### src/rtl/tsc_pkg.sv
package tsc_pkg;
  typedef enum logic [1:0] {
    SEQ_DISCH  = 2'd0,
    SEQ_CHARGE = 2'd1,
    SEQ_SETTLE = 2'd2,
    SEQ_REST   = 2'd3
  } seq_state_e;
endpackage

### src/rtl/tsc_sync.sv
module tsc_sync #(
  parameter int W = 4
) (
  input  logic         clk,
  input  logic         rst_n,
  input  logic [W-1:0] d_in,
  output logic [W-1:0] d_out
);
  logic [W-1:0] stage1_q;
  logic [W-1:0] stage2_q;

  for (genvar i = 0; i < W; i++) begin : g_bit
    always_ff @(posedge clk or negedge rst_n) begin
      if (!rst_n) begin
        stage1_q[i] <= 1'b0;
        stage2_q[i] <= 1'b0;
      end else begin
        stage1_q[i] <= d_in[i];
        stage2_q[i] <= stage1_q[i];
      end
    end
  end

  assign d_out = stage2_q;
endmodule

### src/rtl/tsc_seq.sv
module tsc_seq
  import tsc_pkg::*;
#(
  parameter int W           = 4,
  parameter int DISCH_CYC   = 16,
  parameter int PERIOD_CYC  = 3333,
  parameter int TIMEOUT_CYC = 64
) (
  input  logic         clk,
  input  logic         rst_n,
  input  logic [W-1:0] pad_s,
  output logic         drive_low,
  output logic         sample_stb
);
  localparam int PH_MAX = (DISCH_CYC > TIMEOUT_CYC) ? DISCH_CYC : TIMEOUT_CYC;
  localparam int HW     = $clog2(PH_MAX + 1);
  localparam int PW     = $clog2(PERIOD_CYC + 1);

  seq_state_e    state_q, state_d;
  logic [HW-1:0] ph_cnt_q, ph_cnt_d;
  logic [PW-1:0] per_cnt_q, per_cnt_d;
  logic          any_high;

  assign any_high = |pad_s;

  always_comb begin
    state_d   = state_q;
    ph_cnt_d  = ph_cnt_q;
    per_cnt_d = (per_cnt_q == PW'(PERIOD_CYC)) ? per_cnt_q : per_cnt_q + 1'b1;
    unique case (state_q)
      SEQ_DISCH: begin
        if (ph_cnt_q == HW'(DISCH_CYC - 1)) begin
          state_d  = SEQ_CHARGE;
          ph_cnt_d = '0;
        end else begin
          ph_cnt_d = ph_cnt_q + 1'b1;
        end
      end
      SEQ_CHARGE: begin
        if (any_high) begin
          state_d = SEQ_SETTLE;
        end else if (ph_cnt_q == HW'(TIMEOUT_CYC - 1)) begin
          state_d = SEQ_REST;
        end else begin
          ph_cnt_d = ph_cnt_q + 1'b1;
        end
      end
      SEQ_SETTLE: begin
        state_d = SEQ_REST;
      end
      SEQ_REST: begin
        if (per_cnt_q >= PW'(PERIOD_CYC - 1)) begin
          state_d   = SEQ_DISCH;
          ph_cnt_d  = '0;
          per_cnt_d = '0;
        end
      end
      default: state_d = SEQ_DISCH;
    endcase
  end

  always_ff @(posedge clk or negedge rst_n) begin
    if (!rst_n) begin
      state_q   <= SEQ_DISCH;
      ph_cnt_q  <= '0;
      per_cnt_q <= '0;
    end else begin
      state_q   <= state_d;
      ph_cnt_q  <= ph_cnt_d;
      per_cnt_q <= per_cnt_d;
    end
  end

  assign drive_low  = (state_q == SEQ_DISCH);
  assign sample_stb = (state_q == SEQ_SETTLE);

  // the wait for a rising pad never outlasts the timeout window
  a_r8_charge_bounded: assert property (@(posedge clk) disable iff (!rst_n)
    (state_q == SEQ_CHARGE) |-> (ph_cnt_q < HW'(TIMEOUT_CYC)));

  // a new discharge begins only once the scan period has elapsed
  a_r3_period_start: assert property (@(posedge clk) disable iff (!rst_n)
    $rose(drive_low) |-> ($past(per_cnt_q) >= PW'(PERIOD_CYC - 1)));

  // a snapshot is taken only right after a pad was seen high during charge
  a_r4_sample_after_rise: assert property (@(posedge clk) disable iff (!rst_n)
    $rose(sample_stb) |-> ($past(any_high) && $past(state_q) == SEQ_CHARGE));
endmodule

### src/rtl/tsc_eval.sv
module tsc_eval #(
  parameter int W = 4
) (
  input  logic         clk,
  input  logic         rst_n,
  input  logic         sample_stb,
  input  logic [W-1:0] pad_s,
  output logic [W-1:0] touched,
  output logic [W-1:0] press,
  output logic [W-1:0] toggle
);
  logic [W-1:0] touched_q, touched_d;
  logic [W-1:0] press_q, press_d;
  logic [W-1:0] tog_q, tog_d;
  logic [W-1:0] low_now;

  assign low_now = ~pad_s;

  always_comb begin
    touched_d = touched_q;
    press_d   = '0;
    tog_d     = tog_q;
    if (sample_stb) begin
      touched_d = low_now;
      press_d   = low_now & ~touched_q;
      tog_d     = tog_q ^ press_d;
    end
  end

  always_ff @(posedge clk or negedge rst_n) begin
    if (!rst_n) begin
      touched_q <= '0;
      press_q   <= '0;
      tog_q     <= '0;
    end else begin
      touched_q <= touched_d;
      press_q   <= press_d;
      tog_q     <= tog_d;
    end
  end

  assign touched = touched_q;
  assign press   = press_q;
  assign toggle  = tog_q;

  // a pulse never lasts two cycles on the same pad
  a_r7_pulse_single: assert property (@(posedge clk) disable iff (!rst_n)
    (|press_q) |=> ((press_q & $past(press_q)) == '0));

  // toggle bits change exactly where a pulse appears
  a_r7_toggle_on_press: assert property (@(posedge clk) disable iff (!rst_n)
    ##1 ((tog_q ^ $past(tog_q)) == press_q));

  // a pulsing pad is reported as touched
  a_r7_press_in_touched: assert property (@(posedge clk) disable iff (!rst_n)
    ((press_q & ~touched_q) == '0));

  // with no snapshot, no pulse and no change of touch state
  a_r8_no_sample_quiet: assert property (@(posedge clk) disable iff (!rst_n)
    !sample_stb |=> (press_q == '0 && $stable(touched_q)));

  // an all-high snapshot reports no touch
  a_r5_allhigh_none: assert property (@(posedge clk) disable iff (!rst_n)
    (sample_stb && (&pad_s)) |=> (touched_q == '0 && press_q == '0));
endmodule

### src/rtl/touch_scan.sv
module touch_scan #(
  parameter int N_PADS      = 4,
  parameter int DISCH_CYC   = 16,
  parameter int PERIOD_CYC  = 3333,
  parameter int TIMEOUT_CYC = 64
) (
  input  logic              clk,
  input  logic              rst_n,
  input  logic [N_PADS-1:0] pad_in,
  output logic [N_PADS-1:0] pad_oe,
  output logic [N_PADS-1:0] touched,
  output logic [N_PADS-1:0] press_pulse,
  output logic [N_PADS-1:0] toggle_st
);
  logic [N_PADS-1:0] pad_s;
  logic              drive_low;
  logic              sample_stb;

  tsc_sync #(.W(N_PADS)) u_sync (
    .clk   (clk),
    .rst_n (rst_n),
    .d_in  (pad_in),
    .d_out (pad_s)
  );

  tsc_seq #(
    .W           (N_PADS),
    .DISCH_CYC   (DISCH_CYC),
    .PERIOD_CYC  (PERIOD_CYC),
    .TIMEOUT_CYC (TIMEOUT_CYC)
  ) u_seq (
    .clk        (clk),
    .rst_n      (rst_n),
    .pad_s      (pad_s),
    .drive_low  (drive_low),
    .sample_stb (sample_stb)
  );

  tsc_eval #(.W(N_PADS)) u_eval (
    .clk        (clk),
    .rst_n      (rst_n),
    .sample_stb (sample_stb),
    .pad_s      (pad_s),
    .touched    (touched),
    .press      (press_pulse),
    .toggle     (toggle_st)
  );

  assign pad_oe = {N_PADS{drive_low}};

  // the block comes out of reset discharging with clear outputs
  a_r1_reset_state: assert property (@(posedge clk)
    !rst_n |=> (pad_oe == '1 && touched == '0 && toggle_st == '0));
endmodule

### config.mk
export PLATFORM = sky130hd
export DESIGN_NAME = touch_scan
export DESIGN_NICKNAME = d
export VERILOG_FILES = /design/src/rtl/tsc_pkg.sv /design/src/rtl/tsc_sync.sv /design/src/rtl/tsc_seq.sv /design/src/rtl/tsc_eval.sv /design/src/rtl/touch_scan.sv
export SDC_FILE = /design/constraint.sdc
export NUM_CORES = 1
export LEC_CHECK = 0
export BUFFER_PORTS_ARGS = -buffer_cell sky130_fd_sc_hd__buf_2
export CAP_MARGIN = 5
export CORE_ASPECT_RATIO = 0.5
export CORE_MARGIN = 1.5
export CORE_UTILIZATION = 31
export DETAILED_ROUTE_END_ITERATION = 8
export PLACE_DENSITY = 0.45
export SLEW_MARGIN = 20
export SYNTH_ARGS = -nofsm -noshare
export SYNTH_HDL_FRONTEND = slang
export SYNTH_SLANG_ARGS = --single-unit
### constraint.sdc
create_clock -name clk -period 1.69 [get_ports clk]
set_input_delay 0.169 -clock clk [delete_from_list [all_inputs] [get_ports clk]]
set_output_delay 0.169 -clock clk [all_outputs]
set_load 0.05 [all_outputs]
* Word-level counts from Yosys, hierarchy flattened
Cells that the tools add are included.
Widths: inputs -> output; s select.
** Operators by class
- Shifts and indexed selects :: 0
- Divide/modulo/power cells :: 0
- Mux-type cells :: 14
- $mul :: 0
- $lt $le $gt $ge :: 1
- Reduce and logical (&&, ||, !) cells :: 5
- Add/sub/neg operators :: 2
- Bitwise logic cells :: 4
- Equal/unequal tests :: 11
** Operators by type and width (number)
- $mux 12 :: 3
- $mux 7 :: 4
- $pmux 7 s3 :: 1
- $add 12x1->12 const B :: 1
- $eq 12x12->1 const B :: 1
- $ge 12x12->1 const B :: 1
- $mux 2 :: 4
- $not 4->4 :: 2
- $pmux 2 s4 :: 1
- $add 7x1->7 const B :: 1
- $eq 7x4->1 const B :: 1
- $eq 7x6->1 const B :: 1
- $and 4x4->4 :: 1
- $eq 2x2->1 const B :: 2
- $mux 4 :: 1
- $ne 2x1->1 const B :: 2
- $ne 2x2->1 const B :: 2
- $reduce_and 4->1 :: 1
- $reduce_or 4->1 :: 1
- $xor 4x4->4 :: 1
- $ne 3x1->1 const B :: 1
- $reduce_and 3->1 :: 1
- $reduce_bool 3->1 :: 1
- $eq 2x1->1 const B :: 1
- $logic_not 2->1 :: 1
** Storage, ports and cells
- Bits in registers :: 41
- Word-level logic and storage cells :: 51
- Memory bits (read-only) :: 0
- Bits in writable memories :: 0
- Memories :: 0
- Latch bits :: 0

* Longest topological paths before layout
- Depth after elaboration :: 4
- Mapped depth :: 7
- Gate-level depth less buffers :: 7

* Cells and area by module
From an unflattened synthesis, not the netlist that was laid out.
** Unflattened totals
- Cell total of the unflattened synthesis :: 179
- Area, all modules :: 2008.2 um^2
** Modules (own cells, without submodules)
- tsc_seq :: area an instance 1301.2 um^2, times used 1, cells each 138
- tsc_eval :: area an instance 476.7 um^2, times used 1, cells each 29
- tsc_sync :: area an instance 200.2 um^2, times used 1, cells each 8
- touch_scan :: area an instance 30.0 um^2, times used 1, cells each 4

* Worst setup path after synthesis
Ideal clock, no wire load.
- Path type :: reg2reg
- Start :: reg u_seq.state_q[0]
- End :: reg u_seq.ph_cnt_q[5]
- Arrival :: 1.743 ns
- Setup time :: 0.069 ns
- Buffers on the path :: 1
- Cell stages (with the launch flop) :: 8
- Setup slack :: -0.122 ns
- Cell sequence :: dfrtp_1 -> inv_1 -> ha_1 -> clkbuf_1 -> a21oi_1 -> nor2_1 -> or4_1 -> nand3_1
** On the way
- Word-level cells in the longest chain between the ends :: 3
- Elaborated cells on any way between the ends :: 9
** Ends and longest elaborated chain
- start: declaration :: line tsc_seq.sv:19 : seq_state_e state_q, state_d;
- start signal: assignment :: line tsc_seq.sv:68 : state_q <= state_d;
- $eq 2x2->1 (tied with other cells) :: line tsc_seq.sv:30 : unique case (state_q)
- $ne 2x1->1 (no line) (tied with other cells)
- $reduce_and 4->1 (no line)
- end signal: assignment :: line tsc_seq.sv:69 : ph_cnt_q <= ph_cnt_d;
- end: declaration :: line tsc_seq.sv:20 : logic [HW-1:0] ph_cnt_q, ph_cnt_d;
Parallel ways exist; a longest one is shown, timed or not.
A chain may end at the register's enable or synchronous reset.

* Worst setup path in the final report
Ends and elaborated chain as after synthesis.

==> results.md <==
- Status: finished, violations left
- Failing checks: setup timing
- RSZ-0062 raised after global routing: true
- Critical R2R Capture: u_seq.ph_cnt_q[5]
- Io pins: 22
- Combinational family with the most area after synthesis: simple AND/OR/NAND/NOR gates
- Clk network pwr share: 0.252
- Ys flop type: dfrtp_1
- CTS root buf: clkbuf_16
- Most frequent cells in the layout: dfrtp_1, buf_4, buf_2, nor2_1, xor2_1
- Vias per Instance: 4.442
- Slowest stage cell, crit path: dfrtp_1
- Place WS: -0.1612 ns
- Synth unique cells: 43
- Hold Crit Start: u_sync.stage1_q[2]
- CP Data Arrival Time: around 2.0 ns
- Synthesized-area fraction occupied by and/or/nand/nor cells: 0.1920
- CP Capture Type: flip-flop
- Total power: 4.335 mW
- Post-Syn Area: 1948 µm²
- Peak supply drop: 0.0004686 V
- Required time worst endpoint: 1.90 ns
- Placed cell count: 308
- Min-Delay Endpoint: u_sync.d_out[2]
- Final setup vio count: 4
- Largest net degree at the start of global routing: 42
- Initial Util: 0.3217
- Post-synthesis adder-cell area fraction: 0.05138
- Vias: 1448
- Clock sinks: 41
- Row count: 20
- Post-Synth XOR/XNOR Area: 0.06744
- Drt wl/cell: 12.02 µm
- CP Cell Sequence: ha_2 > o41ai_2 > o21ai_1 > or3_1 > or4_1 > nand3_1
- Worst slew margin: 0.6453
- Die ar.: 6798 µm²
- Leak pwr: 1.190 nW
- Worst path max stage delay: 0.43 ns
- Syn_area_per_cell: around 11 µm²
- Share of layout cells above drive strength 1: 0.3067
- Post-synthesis register bit count: 41
- Drt pass-1 iters: 4
- Iter 0 DRT Violations: 44
- FF-to-FF Start: u_seq.state_q[0]
- Clk buf depth: 2
- Number of global-route vias before repair: between 1000 and 1500
- Wire length of the first global-routing pass: 6699 µm
- Clk_skew: 0.005808 ns
- Syn Inst Count: 184
- Gr ovfl total: 0
- Clk_lat worst skew: 0.28 ns
- Initial antenna violation count: 0
- Setup TNS: -0.2072 ns
- Hold WS: approximately 0.35 ns
- NetSw: around 1.8 mW
- Compound-cell area share of the yosys netlist: 0.08799
- Net Sw Frac: 0.4043
- Commonest non-fill, non-tap cell in the layout: dfrtp_1
- Fmax: 0.5511 GHz
- PnR worst setup slack: -0.1245 ns
- Post-synth EDFFs: 0
- Path depth of the worst reg2reg path: 6
- Core area: between 6000 and 7000 µm²
- Crit start category: flip-flop
- Final core occ: 0.4281
- Fin cells: 326
- Reg clk slew, reported paths: 0.06 ns
- Fraction of registers with async set/reset: 1.000
- Post-place instance area: 2307 µm²
- Cell area after layout: around 2600 µm²
- Comb pwr share: 0.441
- Placer Congestion: approximately 0.80
- Area growth from synthesis to layout: 33.08%
- Tmin final: 1.814 ns
- Seq pwr share: 0.307
- Multiplexer share of the synthesized area: 0.02633
- R2r setup slk: -0.12 ns
- CTS tree: yes
- Number of port buffers: 21
- H-tree levels: 2
- Nets@finish: 251
- Worst Hold Path Cells: 0
- Hpwl dp: 2724 µm
- TritonCTS buffer count: 5
- Pint: 2.582 mW
- Fin. Hold Viols: 0
- Final worst-path cycle share: 1.074
- N_diodes: 0
- Slew of the pin with the lowest slew margin: 0.5321 ns
- Die height: 59.06 µm
- Synth warn: 0
- Power Density: 1672 nW/µm²
- CP Class: reg -> reg
- Critical-path maximum fanout: 7
- Chip width: 115.1 µm
- GRT Total Usage: 0.1293
- DR DRC count: 0
- Sequential area share after synthesis: 0.5267
- Post-Syn Nets: between 150 and 200
- Max Cap Viol: 0
- Drt total wl: a little under 4000 µm
- Routed Antenna Nets: 0
- Max Slew Vio Count: 0
- HP Class: reg -> reg
## cells by family (layout without fill, tap and decap cells)
family / count (synthesis) / after routing
simple gates: 71 / 71
flops: 41 / 41
compound gates: 24 / 24
buf+inv: 20 / 74
xor+xnor: 15 / 15
fa+ha+maj: 8 / 8
mux: 5 / 5
## routing by layer
| layer | routed length [µm] | vias to the layer above | GRT usage |
|---|---|---|---|
| li1 | - | 736 | - |
| met1 | 2116 | 694 | 0.1781 |
| met2 | 1661 | 12 | 0.1964 |
| met3 | 99 | 6 | 0.03988 |
| met4 | 43 | 0 | 0.04233 |
| met5 | 0 | - | 0 |
## final cells by class
class                           count  area, µm²
Sequential cell                    41       1026
Tap cell                           88      110.1
Multi-Input combinational cell    123      873.3
Fill cell                         601       3463
Inverter                           11      41.29
Timing Repair Buffer               55      372.9
Clock inverter                      3      43.79
Clock buffer                        5      125.1
## Yosys cell counts (2+ instances only)
master     n  area [µm²]
clkbuf_1   2       7.510
or4_1      3       22.52
nand2b_1   2       12.51
buf_4      4       30.03
o31ai_1    2       15.01
ha_1       8       100.1
nand3_1   10       50.05
or3_1      2       12.51
xor2_1    14       122.6
mux2i_1    4       40.04
nor3b_1    3       22.52
o21ai_0    7       35.03
nor3_1     5       25.02
and4_1     2       17.52
nor4_1     2       12.51
clkbuf_2   2       10.01
nand4_1    2       12.51
nand2_1   12       45.04
inv_1     11       41.29
a21oi_1    2       10.01
o41ai_1    2       17.52
and2_1     2       12.51
dfrtp_1   41        1026
nor2_1    21       78.83
## repair_timing
item	CTS	global route
resized for setup	5	4
hold endpoints to repair	45	0
cloned	0	0
pin swaps	3	3
setup buffers	3	2
endpoints found under the setup margin	19	9
hold buffers	5	0
## power groups by stage
stage | registers, mW | clock network (mW) | logic [mW]
floorplan | 1.77 | 0 | 0.928
global placement | 1.35 | 0 | 1.83
detailed placement | 1.35 | 0 | 1.83
CTS | 1.34 | 1.12 | 1.88
global route | 1.36 | 1.17 | 2.09
finish | 1.33 | 1.09 | 1.91
## registers in the layout (all words and copies together), names as in the netlist
register         flops
u_eval.press         4
u_sync.d_out         4
u_eval.toggle        4
u_seq.ph_cnt_q       7
u_eval.touched       4
u_sync.stage1_q      4
u_seq.state_q        2
u_seq.per_cnt_q     12
## worst max path at each step
stage                           start                 to  slack [ns]
floorplan             u_sync.d_out[3]  u_seq.ph_cnt_q[5]       0.008
global placement    u_seq.ph_cnt_q[0]   u_seq.state_q[1]       -0.07
detailed placement    u_sync.d_out[3]  u_seq.ph_cnt_q[4]       -0.16
CTS                   u_sync.d_out[2]  u_seq.ph_cnt_q[5]       -0.13
global route          u_sync.d_out[3]  u_seq.ph_cnt_q[5]       -0.24
finish               u_seq.state_q[0]  u_seq.ph_cnt_q[5]       -0.12
## critical path: cells and delay by family, from the launching register on
| family | cells | cell delay, ns |
|---|---|---|
| compound gates | 2 | 0.21 |
| simple gates | 3 | 0.86 |
| fa+ha+maj | 1 | 0.26 |
| flops | 1 | 0.43 |
Power figures use the tool's default switching activity.
